## src/rtl/i2cm_pkg.sv

```systemverilog
package i2cm_pkg;
  localparam int CMD_W     = 10;
  localparam int START_BIT = 8;
  localparam int STOP_BIT  = 9;

  typedef enum logic [2:0] {
    S_IDLE,   // waiting for a word; SCL held low if the bus is owned
    S_START,  // START or repeated START, four phases
    S_BYTE,   // eight data bits plus acknowledge
    S_CNT,    // waiting for the read count word
    S_RXW,    // waiting for receive space before the next byte
    S_STOP    // STOP condition, four phases
  } seq_state_t;
endpackage

```

## src/rtl/i2cm_fifo.sv

```systemverilog
module i2cm_fifo #(
  parameter int W     = 8,
  parameter int DEPTH = 16
) (
  input  logic             clk,
  input  logic             rst_n,
  input  logic             flush,
  input  logic             in_valid,
  output logic             in_ready,
  input  logic [W-1:0]     in_data,
  output logic             out_valid,
  input  logic             out_ready,
  output logic [W-1:0]     out_data,
  output logic [$clog2(DEPTH):0] count
);
  localparam int AW = $clog2(DEPTH);
  localparam logic [AW:0] FULL_CNT = (AW+1)'(DEPTH);
  localparam logic [AW-1:0] LAST = AW'(DEPTH - 1);

  logic [W-1:0]  mem [DEPTH];
  logic [AW-1:0] wp, rp;
  logic          push, pop;

  assign in_ready  = (count != FULL_CNT) && !flush;
  assign out_valid = (count != '0) && !flush;
  assign out_data  = mem[rp];
  assign push      = in_valid && in_ready;
  assign pop       = out_valid && out_ready;

  always_ff @(posedge clk) begin
    if (push) mem[wp] <= in_data;
  end

  always_ff @(posedge clk or negedge rst_n) begin
    if (!rst_n) begin
      wp <= '0; rp <= '0; count <= '0;
    end else if (flush) begin
      wp <= '0; rp <= '0; count <= '0;
    end else begin
      if (push) wp <= (wp == LAST) ? '0 : wp + 1'b1;
      if (pop)  rp <= (rp == LAST) ? '0 : rp + 1'b1;
      count <= count + {{AW{1'b0}}, push} - {{AW{1'b0}}, pop};
    end
  end

  // an accepted word with no pop raises the count by one
  a_r1_push_counts: assert property (@(posedge clk) disable iff (!rst_n)
    (push && !pop && !flush) |=> count == $past(count) + 1'b1);
endmodule

```

## src/rtl/i2cm_seq.sv

```systemverilog
module i2cm_seq
  import i2cm_pkg::*;
#(
  parameter int DIV_W = 8
) (
  input  logic             clk,
  input  logic             rst_n,
  input  logic             enable,
  input  logic [DIV_W-1:0] div,
  input  logic             cmd_valid,
  input  logic [CMD_W-1:0] cmd_data,
  output logic             cmd_pop,
  input  logic             rx_space,
  output logic             rx_push,
  output logic [7:0]       rx_byte,
  input  logic             sda_in,
  output logic             scl_oe,
  output logic             sda_oe,
  output logic             ev_err
);
  seq_state_t       st;
  logic [DIV_W-1:0] dcnt;
  logic             tick, own, rdaddr, addr, rxm, lastb, stopf, smp;
  logic [1:0]       ph;
  logic [3:0]       bitn;
  logic [7:0]       sh, cnt;
  logic             ack_end;

  assign tick    = (dcnt == div);
  assign cmd_pop = cmd_valid && ((st == S_IDLE && enable) || st == S_CNT);
  assign ack_end = (st == S_BYTE) && tick && (ph == 2'd3) && (bitn == 4'd8);
  assign rx_push = (st == S_BYTE) && tick && (ph == 2'd3) && (bitn == 4'd7) && rxm;
  assign rx_byte = {sh[6:0], smp};
  assign ev_err  = ack_end && ((!rxm && smp) || (rxm && lastb));

  always_ff @(posedge clk or negedge rst_n) begin
    if (!rst_n) dcnt <= '0;
    else if (st == S_START || st == S_BYTE || st == S_STOP) dcnt <= tick ? '0 : dcnt + 1'b1;
    else dcnt <= '0;
  end

  always_ff @(posedge clk or negedge rst_n) begin
    if (!rst_n) begin
      st <= S_IDLE; ph <= '0; bitn <= '0; sh <= '0; cnt <= '0; smp <= 1'b1;
      own <= 1'b0; rdaddr <= 1'b0; addr <= 1'b0; rxm <= 1'b0; lastb <= 1'b0; stopf <= 1'b0;
    end else begin
      case (st)
        S_IDLE: if (cmd_pop) begin
          sh    <= cmd_data[7:0];
          stopf <= cmd_data[STOP_BIT];
          ph    <= '0;
          bitn  <= '0;
          if (cmd_data[START_BIT]) begin
            st <= S_START; rdaddr <= cmd_data[0];
          end else if (own) begin
            st <= S_BYTE; rxm <= 1'b0; addr <= 1'b0;
          end
        end
        S_START: if (tick) begin
          ph <= ph + 2'd1;
          if (ph == 2'd3) begin
            st <= S_BYTE; own <= 1'b1; addr <= 1'b1; rxm <= 1'b0; bitn <= '0;
          end
        end
        S_BYTE: if (tick) begin
          ph <= ph + 2'd1;
          if (ph == 2'd2) smp <= sda_in;
          if (ph == 2'd3) begin
            if (bitn != 4'd8) begin
              sh   <= {sh[6:0], smp};
              bitn <= bitn + 4'd1;
            end else begin
              bitn <= '0;
              addr <= 1'b0;
              if (!rxm) begin
                if (smp)                st <= S_STOP;
                else if (addr && rdaddr) st <= S_CNT;
                else if (stopf)          st <= S_STOP;
                else                     st <= S_IDLE;
              end else begin
                cnt <= cnt - 8'd1;
                if (lastb) st <= stopf ? S_STOP : S_IDLE;
                else       st <= S_RXW;
              end
            end
          end
        end
        S_CNT: if (cmd_pop) begin
          cnt   <= cmd_data[7:0];
          stopf <= cmd_data[STOP_BIT];
          if (cmd_data[7:0] == 8'd0) st <= cmd_data[STOP_BIT] ? S_STOP : S_IDLE;
          else                       st <= S_RXW;
          ph <= '0;
        end
        S_RXW: if (rx_space) begin
          st <= S_BYTE; rxm <= 1'b1; bitn <= '0; ph <= '0; lastb <= (cnt == 8'd1);
        end
        S_STOP: if (tick) begin
          ph <= ph + 2'd1;
          if (ph == 2'd3) begin
            st <= S_IDLE; own <= 1'b0;
          end
        end
        default: st <= S_IDLE;
      endcase
    end
  end

  always_comb begin
    scl_oe = own;
    sda_oe = 1'b0;
    case (st)
      S_START: begin
        scl_oe = (ph == 2'd0 && own) || ph == 2'd3;
        sda_oe = ph[1];
      end
      S_BYTE: begin
        scl_oe = (ph == 2'd0) || (ph == 2'd3);
        sda_oe = (bitn == 4'd8) ? (rxm && !lastb) : (!rxm && !sh[7]);
      end
      S_STOP: begin
        scl_oe = (ph == 2'd0);
        sda_oe = !ph[1];
      end
      default: ;
    endcase
  end

  // while SCL is released inside a byte, SDA drive holds still
  a_r13_sda_stable: assert property (@(posedge clk) disable iff (!rst_n)
    (st == S_BYTE && $past(st) == S_BYTE && !scl_oe && !$past(scl_oe)) |-> $stable(sda_oe));
  // a received byte is only pushed when the queue has room
  a_r2_push_has_room: assert property (@(posedge clk) disable iff (!rst_n)
    rx_push |-> rx_space);
  // an error or completion pulse leads to STOP or idle
  a_r7_err_then_close: assert property (@(posedge clk) disable iff (!rst_n)
    ev_err |=> (st == S_STOP || st == S_IDLE));
endmodule

```

## src/rtl/i2c_cmd_master.sv

```systemverilog
module i2c_cmd_master
  import i2cm_pkg::*;
#(
  parameter int DEPTH = 16,
  parameter int DIV_W = 8
) (
  input  logic                      clk,
  input  logic                      rst_n,
  input  logic                      ctrl_enable,
  input  logic                      ctrl_txrst,
  input  logic [$clog2(DEPTH)-1:0]  rx_wmark,
  input  logic [DIV_W-1:0]          clk_div,
  input  logic                      cmd_valid,
  output logic                      cmd_ready,
  input  logic [CMD_W-1:0]          cmd_data,
  output logic                      rx_valid,
  input  logic                      rx_ready,
  output logic [7:0]                rx_data,
  input  logic                      scl_in,
  input  logic                      sda_in,
  output logic                      scl_oe,
  output logic                      sda_oe,
  output logic [7:0]                status,
  output logic [$clog2(DEPTH)-1:0]  tx_occ,
  output logic [$clog2(DEPTH)-1:0]  rx_occ,
  output logic                      ev_tx_err,
  output logic                      ev_rx_full,
  output logic                      ev_bus_idle
);
  localparam int AW = $clog2(DEPTH);
  localparam logic [AW:0] FULL_CNT = (AW+1)'(DEPTH);

  logic [AW:0]      tx_cnt, rx_cnt, rx_cnt_q;
  logic             q_valid, q_pop, rx_space, rx_push;
  logic [CMD_W-1:0] q_data;
  logic [7:0]       rx_byte;
  logic             scl_d, sda_d, busy, start_det, stop_det;

  i2cm_fifo #(.W(CMD_W), .DEPTH(DEPTH)) u_cmdq (
    .clk(clk), .rst_n(rst_n), .flush(ctrl_txrst),
    .in_valid(cmd_valid), .in_ready(cmd_ready), .in_data(cmd_data),
    .out_valid(q_valid), .out_ready(q_pop), .out_data(q_data), .count(tx_cnt));

  i2cm_fifo #(.W(8), .DEPTH(DEPTH)) u_rxq (
    .clk(clk), .rst_n(rst_n), .flush(1'b0),
    .in_valid(rx_push), .in_ready(rx_space), .in_data(rx_byte),
    .out_valid(rx_valid), .out_ready(rx_ready), .out_data(rx_data), .count(rx_cnt));

  i2cm_seq #(.DIV_W(DIV_W)) u_seq (
    .clk(clk), .rst_n(rst_n), .enable(ctrl_enable), .div(clk_div),
    .cmd_valid(q_valid), .cmd_data(q_data), .cmd_pop(q_pop),
    .rx_space(rx_space), .rx_push(rx_push), .rx_byte(rx_byte),
    .sda_in(sda_in), .scl_oe(scl_oe), .sda_oe(sda_oe), .ev_err(ev_tx_err));

  // bus-line monitor
  assign start_det   = scl_d && scl_in && sda_d && !sda_in;
  assign stop_det    = scl_d && scl_in && !sda_d && sda_in;
  assign ev_bus_idle = busy && stop_det;

  always_ff @(posedge clk or negedge rst_n) begin
    if (!rst_n) begin
      scl_d <= 1'b1; sda_d <= 1'b1; busy <= 1'b0; rx_cnt_q <= '0;
    end else begin
      scl_d    <= scl_in;
      sda_d    <= sda_in;
      rx_cnt_q <= rx_cnt;
      if (start_det)     busy <= 1'b1;
      else if (stop_det) busy <= 1'b0;
    end
  end

  assign ev_rx_full = (rx_cnt == ({1'b0, rx_wmark} + 1'b1)) && (rx_cnt != rx_cnt_q);
  assign tx_occ = (tx_cnt == '0) ? '0 : AW'(tx_cnt - 1'b1);
  assign rx_occ = (rx_cnt == '0) ? '0 : AW'(rx_cnt - 1'b1);
  assign status = {tx_cnt == '0, rx_cnt == '0, rx_cnt == FULL_CNT, tx_cnt == FULL_CNT,
                   1'b0, busy, 2'b00};

  // bus-free pulse clears the busy flag
  a_r12_idle_clears_busy: assert property (@(posedge clk) disable iff (!rst_n)
    ev_bus_idle |=> !status[2]);
  // level pulse only at the programmed zero-based count
  a_r9_level_match: assert property (@(posedge clk) disable iff (!rst_n)
    ev_rx_full |-> (rx_occ == rx_wmark && rx_valid));
endmodule

```

## config.mk

```make
export PLATFORM = sky130hd
export DESIGN_NAME = i2c_cmd_master
export DESIGN_NICKNAME = d
export VERILOG_FILES = /design/src/rtl/i2cm_pkg.sv /design/src/rtl/i2cm_fifo.sv /design/src/rtl/i2cm_seq.sv /design/src/rtl/i2c_cmd_master.sv
export SDC_FILE = /design/constraint.sdc
export NUM_CORES = 1
export LEC_CHECK = 0
export BUFFER_PORTS_ARGS = -buffer_cell sky130_fd_sc_hd__buf_2
export CAP_MARGIN = 10
export CORE_MARGIN = 5
export CORE_UTILIZATION = 56
export DETAILED_ROUTE_END_ITERATION = 16
export PLACE_DENSITY = 0.85
export SYNTH_ARGS = -nofsm -noshare
export SYNTH_HDL_FRONTEND = slang
export SYNTH_SLANG_ARGS = --single-unit
```

## constraint.sdc

```tcl
create_clock -name clk -period 8.9 [get_ports clk]
set_input_delay 0.445 -clock clk [delete_from_list [all_inputs] [get_ports clk]]
set_output_delay 0.445 -clock clk [all_outputs]
set_load 0.01 [all_outputs]
```

Word-level counts from Yosys, hierarchy flattened

Memories as Yosys holds them, arrays and structs flattened.
Cells that the tools add are included.
Widths: inputs -> output; s select.

Memories: 2
Logic and storage cells: 228
Memory bits (writable): 288
Register bits after elaboration: 74

Reduce and logical (&&, ||, !) cells: 71
Add/sub/neg operators: 15
Eq/ne operators: 39
Muxes and demuxes: 78

Memories:

| memory     | depth | width | rd ports | clocked after memory_dff | wr ports | line            | text |
|---|---|---|---|---|---|---|---|
| u_cmdq.mem | 16    | 10    | 1        | 0                        | 1        | i2cm_fifo.sv:20 | `logic [W-1:0] mem [DEPTH];` |
| u_rxq.mem  | 16    | 8     | 1        | 0                        | 1        | i2cm_fifo.sv:20 |  |

Operator list:

| operator            | number |
|---|---|
| $mux 8              | 10 |
| $mux 4              | 17 |
| $mux 3              | 19 |
| $pmux 8 s2          | 2 |
| $logic_and 1x1->1   | 27 |
| $add 4x1->4 const B | 5 |
| $eq 4x4->1 const B  | 5 |
| $mux 1              | 18 |
| $ne 2x2->1 const B  | 9 |
| $pmux 3 s6          | 1 |
| $pmux 4 s4          | 1 |
| $ne 2x1->1 const B  | 7 |
| $reduce_and 7->1    | 2 |
| $pmux 1 s3          | 4 |
| $reduce_bool 2->1   | 6 |
| $reduce_and 11->1   | 1 |
| $add 5x1->5         | 2 |
| $eq 5x5->1 const B  | 2 |
| $logic_not 5->1     | 2 |
| $ne 5x5->1 const B  | 2 |
| $reduce_and 5->1    | 2 |
| $reduce_bool 5->1   | 2 |
| $sub 5x1->5         | 2 |
| $reduce_and 9->1    | 1 |
| other kinds (33)    | 54 |

Longest topological paths before layout

Gate-level depths: netlist of the first run.

Word-level depth: 8
Gate-level depth with buffers: 16
Mapped depth without buffers: 15

Modules after synthesis

From an unflattened synthesis of the first run, not the netlist that was laid out.

Cells, all modules: 1098
Area total of the unflattened synthesis: 16358.2 µm²

Modules (own cells, without submodules):

| module              | sequential area each (µm²) | times used | area an instance (µm²) | cells an instance |
|---|---|---|---|---|
| i2cm_fifo at u_cmdq | 5129.9                     | 1          | 7085.5                 | 396 |
| i2cm_fifo at u_rxq  | 4169.0                     | 1          | 5919.4                 | 339 |
| i2cm_seq            | 1002.2                     | 1          | 2747.6                 | 298 |
| i2c_cmd_master      | 202.7                      | 1          | 605.6                  | 65 |

Worst setup path before layout of the first run

No wires, ideal clock.

Kind: flip-flop to flip-flop
Start: register u_cmdq.count[1]
End: register u_cmdq.count[4]
Required time: 8822 ps
Clock period less this slack: 3004 ps
Stages on the path, launching flop included: 15
Slack: 5896 ps
Buffers on the path: 2
Arrival time: 2926 ps
Path through: dfrtp_1 inv_1 ha_1 and3b_1 clkbuf_1 a2111oi_2 buf_2 ha_1 inv_1 ha_1 fa_1 a21oi_1 nor2_1 or3_1 a21oi_1

Longest elaborated chain between the ends: 6
Elaborated cells between the ends (all ways): 10

RTL lines:

| item                                             | line                             | text |
|---|---|---|
| from (decl)                                      | i2cm_fifo.sv:14                  | `output logic [$clog2(DEPTH):0] count` |
| from (signal assigned)                           | i2cm_fifo.sv:42                  | `count <= count + {{AW{1'b0}}, push} - {{AW{1'b0}}, pop};` |
| $ne 5x5->1 or $reduce_bool 5->1 (tied branches)  | i2cm_fifo.sv:24, i2cm_fifo.sv:25 |  |
| $logic_and 1x1->1 (on tied branches)             | i2cm_fifo.sv:24, i2cm_fifo.sv:25 |  |
| $logic_and 1x1->1 (on tied branches)             | i2cm_fifo.sv:27, i2cm_seq.sv:30  |  |
| $add 5x1->5 or $logic_and 1x1->1 (tied branches) | i2cm_fifo.sv:42, i2cm_fifo.sv:28 |  |
| $sub 5x1->5 (*)                                  | i2cm_fifo.sv:42                  |  |
| $mux 5 (*)                                       | i2cm_fifo.sv:37                  | `end else if (flush) begin` |

Every way passes the cells marked *; elsewhere a longest branch is shown, timed or not.
A chain may end at the register's enable or synchronous reset.

Worst setup path in the final report of the first run

Start: register u_seq.st[0]
End: memory u_rxq.mem[6][7] (netlist: u_rxq.mem[3][7]), enable pin

Longest elaborated chain between the ends: 8

RTL lines:

| item                           | line            | text |
|---|---|---|
| from (decl)                    | i2cm_seq.sv:21  | `seq_state_t st;` |
| from (signal assigned)         | i2cm_seq.sv:82  | `if (lastb) st <= stopf ? S_STOP : S_IDLE;` |
| from (signal assigned)         | i2cm_seq.sv:91  | `if (cmd_data[7:0] == 8'd0) st <= cmd_data[STOP_BIT] ? S_STOP : S_IDLE;` |
| $eq 3x2->1                     | i2cm_seq.sv:32  | `assign rx_push = (st == S_BYTE) && tick && (ph == 2'd3) && (bitn == 4'd7) && rxm;` |
| $logic_and 1x1->1 (4 in a row) | i2cm_seq.sv:32  |  |
| $logic_and 1x1->1              | i2cm_fifo.sv:27 | `assign push = in_valid && in_ready;` |
| $mux 1                         | i2cm_fifo.sv:31 | `if (push) mem[wp] <= in_data;` |
| $mux 1 (not written as such)   | i2cm_fifo.sv:31 |  |
| to (decl)                      | i2cm_fifo.sv:20 |  |

No other way between the ends.

==> results.toml, run 1 <==
[grt]
overflow = 0
track_usage = 0.210
grt_pass1_wl_mm = 51.1
grt_pass1_vias = 9118
grt_max_degree = 49
antenna_found_initial = 0

[die]
initial_core_util = 0.566
fp.dieH_um = 177
fp-row-count = 61
ioPinCount = 61
dieArea_um2 = 31500
die_x_um = 177
core_area_um2 = 27700

[routing]
drt_iter0_drc = 974
ant_nets = 0
wirelength_mm = 32.6
drc = 0
post_drt_wl_per_cell_um = 22.1
via_per_inst = 6.01
via_count = 8859
drtPass1Iterations = 5

[sta]
finClkSkew_ps = 19.6
rsz0062_at_grt = "false"
relSlewSlack = 0.234
finalCritPeriodShare = 0.381
maxSlewViolCount = 0
setup-violations-final = 0
finalHoldViolCount = 0
timing.fmax_mhz = 295
tightest_slew_ps = 1150
fin_crit_ps = 3390
finalSetupTns_ps = 0
whs_ps = 63.2

[hold_path]
hp-class = "in -> reg"
hold_start = "scl_in"

[power]
power_frac_seq = 0.446
max-vdd-ir-drop_v = 0.000226
pwr-share-clk = 0.298
p_sw_frac = 0.303
p_per_area_nw_per_um2 = 285
p_sw_mw = 1.52
leakagePower_nw = 6.22
p_comb_frac = 0.256
p_int_mw = 3.48

[cells_and_area]
nets = 1138
final_common_cell = "edfxtp_1"
antenna_cells = 0
mostFrequentLayoutCells = "edfxtp_1 (288), nor2_1 (80), mux4_2 (75)"
fillers = 1888
areaGrowthSynthToFinish_pct = 11.7
fin_cells = 1474
drive_above_1_share = 0.199

[place]
placed_cells = 1405
io_buffers = 57
hpwl_mm = 20.9
finalWeightedCongestion = 0.888

[synthesis]
syn_area_um2 = 15700
synth.avg_cell_area_um2 = 15.6
seq_area_frac_synth = 0.669
ys_ff_latch = 362
ys_types = 67
syn_inst = 1004
synth_ff_type = "edfxtp_1"
synthArstFlopShare = 0.204
synth_edf_count = 288
ys_warn_count = 0

[clock_tree]
cts_resized = 0
path_clk_slew_ps = 60
cts_sinks = 362
hold_buffers = 1
cts-root-buf = "clkbuf_16"
numCtsBuffers = 36
clockBufferDepth = 3
post_cts.repair.setup_buffers = 0
cts_tree = "done"
htreeDepth = 2
worstSkewPairLatency_ps = 520

[worst_setup_path]
critPathKind = "reg -> reg"
cp-start-kind = "flip-flop"
cp-startpoint = "u_seq.st[0]"
cp-end-kind = "flip-flop"
reg2reg_setup_slack_ps = 5510
crit_fanout = 13
cp.arrival_ps = 3540
cp.required_ps = 9040
reg2reg_from = "u_seq.st[0]"

[run_status]
outcome = "completed"

[flow_run]
cap_violations = 0
per-layer routing:
metal,global-route usage,wire (µm),up-vias
li1,-,-,3951
met1,0.266,12400,4494
met2,0.380,17700,346
met3,0.0324,1810,68
met4,0.0590,721,0
met5,0,0,-
kinds of logic after synthesis:
kind of cell	count (synthesis)	share of synthesized area
flops	362	0.669
simple gates	245	0.0733
compound gates	129	0.0538
mux	102	0.125
buf+inv	87	0.0239
fa+ha+maj	40	0.0328
xor+xnor	38	0.0212
other cells	1	0.000239
synth_stat cells (5+ instances only):
library cell / n / area share
ha_1: 38 / 0.030
xnor2_1: 24 / 0.013
nor2_1: 80 / 0.019
nor3_1: 15 / 0.0048
buf_2: 9 / 0.0029
a221oi_1: 5 / 0.0028
buf_1: 6 / 0.0014
nor2b_1: 10 / 0.0040
clkbuf_1: 24 / 0.0057
o21ai_0: 16 / 0.0051
nand2_1: 61 / 0.015
inv_1: 38 / 0.0091
nand2b_1: 9 / 0.0036
a31oi_1: 5 / 0.0020
xor2_1: 14 / 0.0078
nand3_1: 23 / 0.0073
mux2_2: 6 / 0.0043
a21oi_1: 28 / 0.0089
buf_4: 6 / 0.0029
a22oi_1: 15 / 0.0072
and3_1: 6 / 0.0024
dfrtp_1: 71 / 0.11
mux4_2: 75 / 0.11
or3_1: 5 / 0.0020
mux2i_1: 20 / 0.013
o21ai_1: 26 / 0.0083
nand4_1: 7 / 0.0028
edfxtp_1: 288 / 0.55
and2_1: 14 / 0.0056
registers in the layout (all words and copies together), names as in the netlist, 2 cells and up:
| name | flops |
|---|---|
| u_seq.cnt | 8 |
| rx_cnt_q | 5 |
| u_seq.dcnt | 8 |
| u_cmdq.wp | 4 |
| u_rxq.count | 5 |
| u_seq.bitn | 4 |
| u_seq.ph | 2 |
| u_cmdq.count | 5 |
| u_cmdq.rp | 4 |
| u_seq.sh | 8 |
| u_rxq.mem | 128 |
| u_cmdq.mem | 160 |
| u_rxq.rp | 4 |
| u_rxq.wp | 4 |
| u_seq.st | 3 |
final timing paths:
kind | to | cells after the start
max in group asynchronous | u_rxq.rp[0] | 3
min | scl_d | 1
max | u_rxq.mem[3][7] | 7
min reg2reg | rx_cnt_q[3] | 0
min in group asynchronous | busy | 2
max reg2reg | u_rxq.mem[3][7] | 7
area by class of cell:
class | instances | area, µm² | share of cell area
Clock inverter | 17 | 145 | 0.00828
Inverter | 40 | 150 | 0.00857
Multi-Input combinational cell | 557 | 4820 | 0.275
Sequential cell | 362 | 10500 | 0.599
Clock buffer | 49 | 1030 | 0.0588
Tap cell | 378 | 473 | 0.0270
Timing Repair Buffer | 71 | 399 | 0.0228
through the flow:
| step | setup slack [ps] | area (µm²) | power [mW] | utilization |
|---|---|---|---|---|
| 5_1_grt | 5200 | 17500 | 5.26 | 0.633 |
| 3_3_place_gp | 5780 | 16300 | 3.49 | 0.589 |
| 4_1_cts | 5550 | 17500 | 5.03 | 0.632 |
| 3_5_place_dp | 5640 | 16300 | 3.54 | 0.589 |
| 6_report | 5510 | 17500 | 5.00 | 0.633 |
| 2_1_floorplan | 5900 | 15700 | 3.17 | - |
worst max-delay path, stage by stage (launching register included):
cell and delay, ps:
dfrtp_1 510, nand2b_1 280, nor2_1 640, nand2_1 240
nor3_1 230, buf_4 220, nor3b_1 400, and2_1 510
power by group through the flow:
stage / Clock [mW] / Combinational, mW / Sequential, mW
finish: 1.49 / 1.28 / 2.23
floorplan: 0 / 1.02 / 2.15
global placement: 0 / 1.25 / 2.25
detailed placement: 0 / 1.28 / 2.26
CTS: 1.51 / 1.29 / 2.23
global route: 1.59 / 1.42 / 2.25
Note: power is estimated with default switching activity, not from simulation.
==> run 2: changes to the inputs <==
--- a/config.mk
+++ b/config.mk
@@ -10,7 +10,7 @@
 export CORE_MARGIN = 5
 export CORE_UTILIZATION = 56
 export DETAILED_ROUTE_END_ITERATION = 16
-export PLACE_DENSITY = 0.85
+export PLACE_DENSITY = 0.88
 export SYNTH_ARGS = -nofsm -noshare
 export SYNTH_HDL_FRONTEND = slang
 export SYNTH_SLANG_ARGS = --single-unit
==> constraint.sdc (replaced) <==
create_clock -name clk -period 2.9 [get_ports clk]
set_input_delay 0.145 -clock clk [delete_from_list [all_inputs] [get_ports clk]]
set_output_delay 0.145 -clock clk [all_outputs]
set_load 0.01 [all_outputs]
==> run 2 against run 1 <==
- register-to-register slack got worse by 5400 ps
- sequential power increased to 3.0 times the previous value
- design area increased by 4.5%
- cell count increased by 4.6%
- routed wire length increased by 2.7%
- critical path depth increased by 3
- flip-flop and latch count unchanged
- non-clock buffer count increased by 67
- global-route usage increased by 0.67 points
- total power increased to 3.2 times the previous value
- combinational power increased to 3.4 times the previous value
- largest cell class unchanged
==> results.toml, run 2 (synthesis gave the netlist of run 1 again) <==
[run_status]
outcome = "completed"

[power]
p_sw_frac = 0.299
power_frac_seq = 0.426
p_int_mw = 11.2
p_comb_frac = 0.269
p_sw_mw = 4.77
pwr-share-clk = 0.304
max-vdd-ir-drop_v = 0.000575
leakagePower_nw = 6.64
p_per_area_nw_per_um2 = 872
p_total_mw = 16.0

[die]
core_area_um2 = 27700
ioPinCount = 61
fp-row-count = 61
initial_core_util = 0.566
dieArea_um2 = 31500
die_x_um = 177
fp.dieH_um = 177

[routing]
wirelength_mm = 33.5
via_count = 9119
drtPass1Iterations = 5
drc = 0
via_per_inst = 5.91
post_drt_wl_per_cell_um = 21.7
ant_nets = 0
drt_iter0_drc = 911

[clock_tree]
cts-root-buf = "clkbuf_16"
path_clk_slew_ps = 60
htreeDepth = 2
cts_sinks = 362
cts_tree = "done"
clockBufferDepth = 3
worstSkewPairLatency_ps = 520
numCtsBuffers = 37

[place]
finalWeightedCongestion = 0.840
dp_slack_ps = 101
hpwl_mm = 21.8
io_buffers = 57
placed_cell_area_um2 = 16900

[grt]
overflow = 0
grt_pass1_vias = 9493
antenna_found_initial = 0
grt_max_degree = 75
grt_pass1_wl_mm = 52.4
track_usage = 0.217

[sta]
finClkSkew_ps = 17.3
setup-violations-final = 0
tightest_slew_ps = 1000
rsz0062_at_grt = "true"
relSlewSlack = 0.333
whs_ps = 24.0
fin_crit_ps = 2770
fin_ws_ps = 128
maxSlewViolCount = 0
timing.fmax_mhz = 361
finalHoldViolCount = 0
finalCritPeriodShare = 0.956

[worst_setup_path]
crit_slowest_cell = "or3b_1"
critical-path-top-delay-family = "simple AND/OR/NAND/NOR gates"
cp-start-kind = "flip-flop"
cp-end-kind = "flip-flop"
r2r_cells = 10
worstPathBufferInverterCount = 1
cp.arrival_ps = 3220
crit_fanout = 2
path_depth = 10
cp.required_ps = 3350
crit_chain = "or3b_1 > a2111oi_4 > ha_1 > inv_1 > ha_1 > fa_2 > a21oi_2 > nor2_1 > or3_1 > a21oi_2"
max_stage_delay_ps = 460
critPathKind = "reg -> reg"

[cells_and_area]
mostFrequentLayoutCells = "edfxtp_1 (288), nor2_1 (80), mux4_2 (75)"
largest_reg_flops = 160
reg.largest.list = "u_cmdq.mem x160, u_rxq.mem x128"
regMostFlops = "u_cmdq.mem"
areaGrowthSynthToFinish_pct = 16.7
final_cell_area_um2 = 18300
nets = 1206
antenna_cells = 0
drive_above_1_share = 0.251
final_common_cell = "edfxtp_1"

[flow_run]
cap_violations = 0

[hold_path]
whs_path_depth = 1
hp-class = "in -> reg"
==> run 2: cell count changes in the layout (fill, tap and decap cells not counted), moves of 2 or more <==
cell,delta
a21oi_1,-2
a21oi_2,+2
buf_12,+10
buf_4,+50
bufinv_16,+3
clkbuf_1,-2
clkbuf_16,+2
clkbuf_8,-4
clkinv_2,+3
clkinvlp_4,-3
dfrtp_1,-3
dfrtp_4,+2
dlygate4sd3_1,+7
==> run 2: worst paths after layout <==
kind | from | end | slack [ps]
worst min register to register | u_rxq.count[3] | rx_cnt_q[3] | 460
min in group asynchronous | rst_n | busy | 320
worst min-delay path | cmd_data[6] | u_cmdq.mem[14][6] | 20
worst max-delay path | u_seq.st[1] | u_cmdq.count[4] | 130
worst max register to register | u_seq.st[1] | u_cmdq.count[4] | 130
max in group asynchronous | rst_n | u_rxq.rp[0] | 1800
==> run 2: layout make-up <==
class	instances	area, µm²
timing repair buffer	138	1040
multi-input combinational	557	4870
sequential	362	10500
tap	378	473
inverter	40	150
clock inverter	22	238
clock buffer	45	1020
fill	1823	9400
==> run 2: worst reg2reg max path, cell delays in order, from the launching register on <==
cell	delay [ps]
dfrtp_1	380
or3b_1	460
a2111oi_4	360
ha_1	190
inv_1	40
ha_1	210
fa_2	370
a21oi_2	140
nor2_1	50
or3_1	360
a21oi_2	140
==> run 2: through the flow <==
step | setup TNS (ps) | cells | util
2_1_floorplan | 0 | 1006 | -
3_3_place_gp | 0 | 1462 | 0.610
3_5_place_dp | 0 | 1462 | 0.610
4_1_cts | 0 | 1537 | 0.658
5_1_grt | -38.8 | 1542 | 0.661
6_report | 0 | 1542 | 0.661
==> run 2: power groups by stage <==
stage | logic (mW) | clock network (mW) | registers, mW
6_report | 4.30 | 4.86 | 6.80
5_1_grt | 4.73 | 5.20 | 6.88
4_1_cts | 4.28 | 4.94 | 6.80
3_5_place_dp | 4.21 | 0 | 6.89
3_3_place_gp | 4.07 | 0 | 6.83
2_1_floorplan | 3.14 | 0 | 6.59
==> run 2: layer usage <==
layer	part of all wire	track usage	vias up	wire, µm
met5	0	0	-	0
met4	0.026	0.0657	0	883
met3	0.047	0.0315	71	1570
met2	0.56	0.406	333	18700
met1	0.37	0.261	4625	12300
li1	-	-	4090	-
==> run 2: timing repair <==
action / CTS / global route
endpoints found under the hold margin: 119 / 0
endpoints found under the setup margin: 1 / 9
gates resized for setup: 1 / 15
gates cloned: 0 / 0
pin swaps: 0 / 5
buffers inserted: 0 / 4
hold buffers: 8 / 0
==> run 3: changes to the inputs <==
--- a/config.mk
+++ b/config.mk
@@ -7,10 +7,12 @@
 export LEC_CHECK = 0
 export BUFFER_PORTS_ARGS = -buffer_cell sky130_fd_sc_hd__buf_2
 export CAP_MARGIN = 10
+export CELL_PAD_IN_SITES_DETAIL_PLACEMENT = 2
+export CELL_PAD_IN_SITES_GLOBAL_PLACEMENT = 2
 export CORE_MARGIN = 5
-export CORE_UTILIZATION = 56
+export CORE_UTILIZATION = 41
 export DETAILED_ROUTE_END_ITERATION = 16
-export PLACE_DENSITY = 0.88
+export PLACE_DENSITY = 0.87
 export SYNTH_ARGS = -nofsm -noshare
 export SYNTH_HDL_FRONTEND = slang
 export SYNTH_SLANG_ARGS = --single-unit
==> run 3 against run 2 <==
- non-clock buffer count is 14 higher
- register-to-register slack lost 30 ps
- sequential power barely moved
- highest routed layer unchanged
==> results.toml, run 3 (synthesis gave the netlist of run 1 again) <==
[power]
p_per_area_nw_per_um2 = 890
p_total_mw = 16.7
max-vdd-ir-drop_v = 0.000588
leakagePower_nw = 6.78

[clock_tree]
cts-root-buf = "clkbuf_16"
numCtsBuffers = 41
clockBufferDepth = 3
htreeDepth = 2
cts_tree = "done"
path_clk_slew_ps = 60
cts_sinks = 362
worstSkewPairLatency_ps = 560

[die]
fp-row-count = 71
dieArea_um2 = 42300
die_x_um = 206
initial_core_util = 0.416
ioPinCount = 61
fp.dieH_um = 206
core_area_um2 = 37800

[sta]
relSlewSlack = 0.413
rsz0062_at_grt = "true"
setup-violations-final = 0
finClkSkew_ps = 10.1
maxSlewViolCount = 0
tightest_slew_ps = 879
finalCritPeriodShare = 0.965
finalHoldViolCount = 0
timing.fmax_mhz = 357
fin_crit_ps = 2800
fin_ws_ps = 100

[routing]
ant_nets = 0
wirelength_mm = 44.2
via_per_inst = 5.50
via_count = 9341
drt_iter0_drc = 537
post_drt_wl_per_cell_um = 26.1
drc = 0
drtPass1Iterations = 4

[worst_setup_path]
cp-start-kind = "flip-flop"
critPathKind = "reg -> out"
crit_fanout = 26
cp.required_ps = 2760
crit_top_cell = "mux4_2"
max_stage_delay_ps = 560
cp.arrival_ps = 2650
reg2reg_from = "u_seq.dcnt[5]"
crit_slowest_cell = "dfrtp_4"
cp-end-kind = "primary output"
cp-startpoint = "u_rxq.rp[0]"
crit_chain = "buf_12 > mux4_2 > mux4_2 > buf_2"

[flow_run]
cap_violations = 0

[cells_and_area]
regArea_um2 = 10500
regMostFlops = "u_cmdq.mem"
fin_cells = 1697
reg.largest.list = "u_cmdq.mem x160, u_rxq.mem x128"
fillers = 3424
areaGrowthSynthToFinish_pct = 19.6
largest_reg_flops = 160
drive_above_1_share = 0.256
mostFrequentLayoutCells = "edfxtp_1 (288), nor2_1 (79), mux4_2 (75)"
final_core_util = 0.497
final_common_cell = "edfxtp_1"
antenna_cells = 0
final_cell_area_um2 = 18800
nets = 1224
multi_input_comb_area_um2 = 4860

[grt]
track_usage = 0.213
grt_max_degree = 57
grt_pass1_wl_mm = 67.4
grt_pass1_vias = 10685
overflow = 0
antenna_found_initial = 0

[hold_path]
hp-class = "in -> reg"
hold_start = "ctrl_txrst"

[place]
dp_slack_ps = 26.1
finalWeightedCongestion = 0.791
io_buffers = 57
hpwl_mm = 30.2
placed_cells = 1596
placed_cell_area_um2 = 17100

[run_status]
outcome = "completed"
-- run 3: area by class of cell --
| class | count | area share |
|---|---|---|
| flip-flops and latches | 362 | 0.560 |
| multi-input cells | 557 | 0.259 |
| clock inverters | 24 | 0.0121 |
| inverters | 40 | 0.00800 |
| well taps | 511 | 0.0341 |
| repair buffers | 152 | 0.0652 |
| clock buffers | 51 | 0.0611 |
-- run 3: what timing repair did --
action                                 in CTS  in global routing
buffers inserted                            0                 11
gates cloned                                0                  0
endpoints found under the hold margin     216                  0
pin swaps                                   1                  3
hold buffers                               14                  0
gates resized for setup                     2                 13
setup endpoints to repair                   3                 41
-- run 3: worst max-delay path, delay by kind of cell, from the launching register on --
family	cells	cell delay [ps]
mux	2	1080
flops	1	560
buf+inv	2	440
-- run 3: final timing paths --
path / to / slack, ps / depth (start not counted)
min in group asynchronous: u_seq.ph[0] / 210 / 2
hold / removal: u_cmdq.count[2] / 110 / 3
hold reg to reg: rx_cnt_q[3] / 460 / 0
setup / recovery: rx_data[7] / 100 / 4
setup reg to reg: u_rxq.count[4] / 100 / 14
max in group asynchronous: u_seq.sh[0] / 1940 / 3
-- run 3: metrics by stage --
step           hold slack, ps  setup TNS [ps]
2_1_floorplan            -151               0
3_3_place_gp              273               0
3_5_place_dp              282               0
4_1_cts                  87.7               0
5_1_grt                   121           -79.1
6_report                  110               0
-- run 3: layer usage --
| metal | vias up | track usage | wire length (µm) |
|---|---|---|---|
| li1 | 4144 | - | - |
| met2 | 166 | 0.408 | 24900 |
| met4 | 0 | 0.0675 | 1170 |
| met5 | - | 0 | 0 |
| met1 | 4960 | 0.243 | 16800 |
| met3 | 71 | 0.0307 | 1300 |
-- run 3: report_power, final --
group | leakage (nW) | switching (mW) | internal (mW)
sequential | 3.57 | 0.652 | 6.18
clock | 0.665 | 2.09 | 3.16
combinational | 2.54 | 2.52 | 2.10
total | 6.78 | 5.26 | 11.4
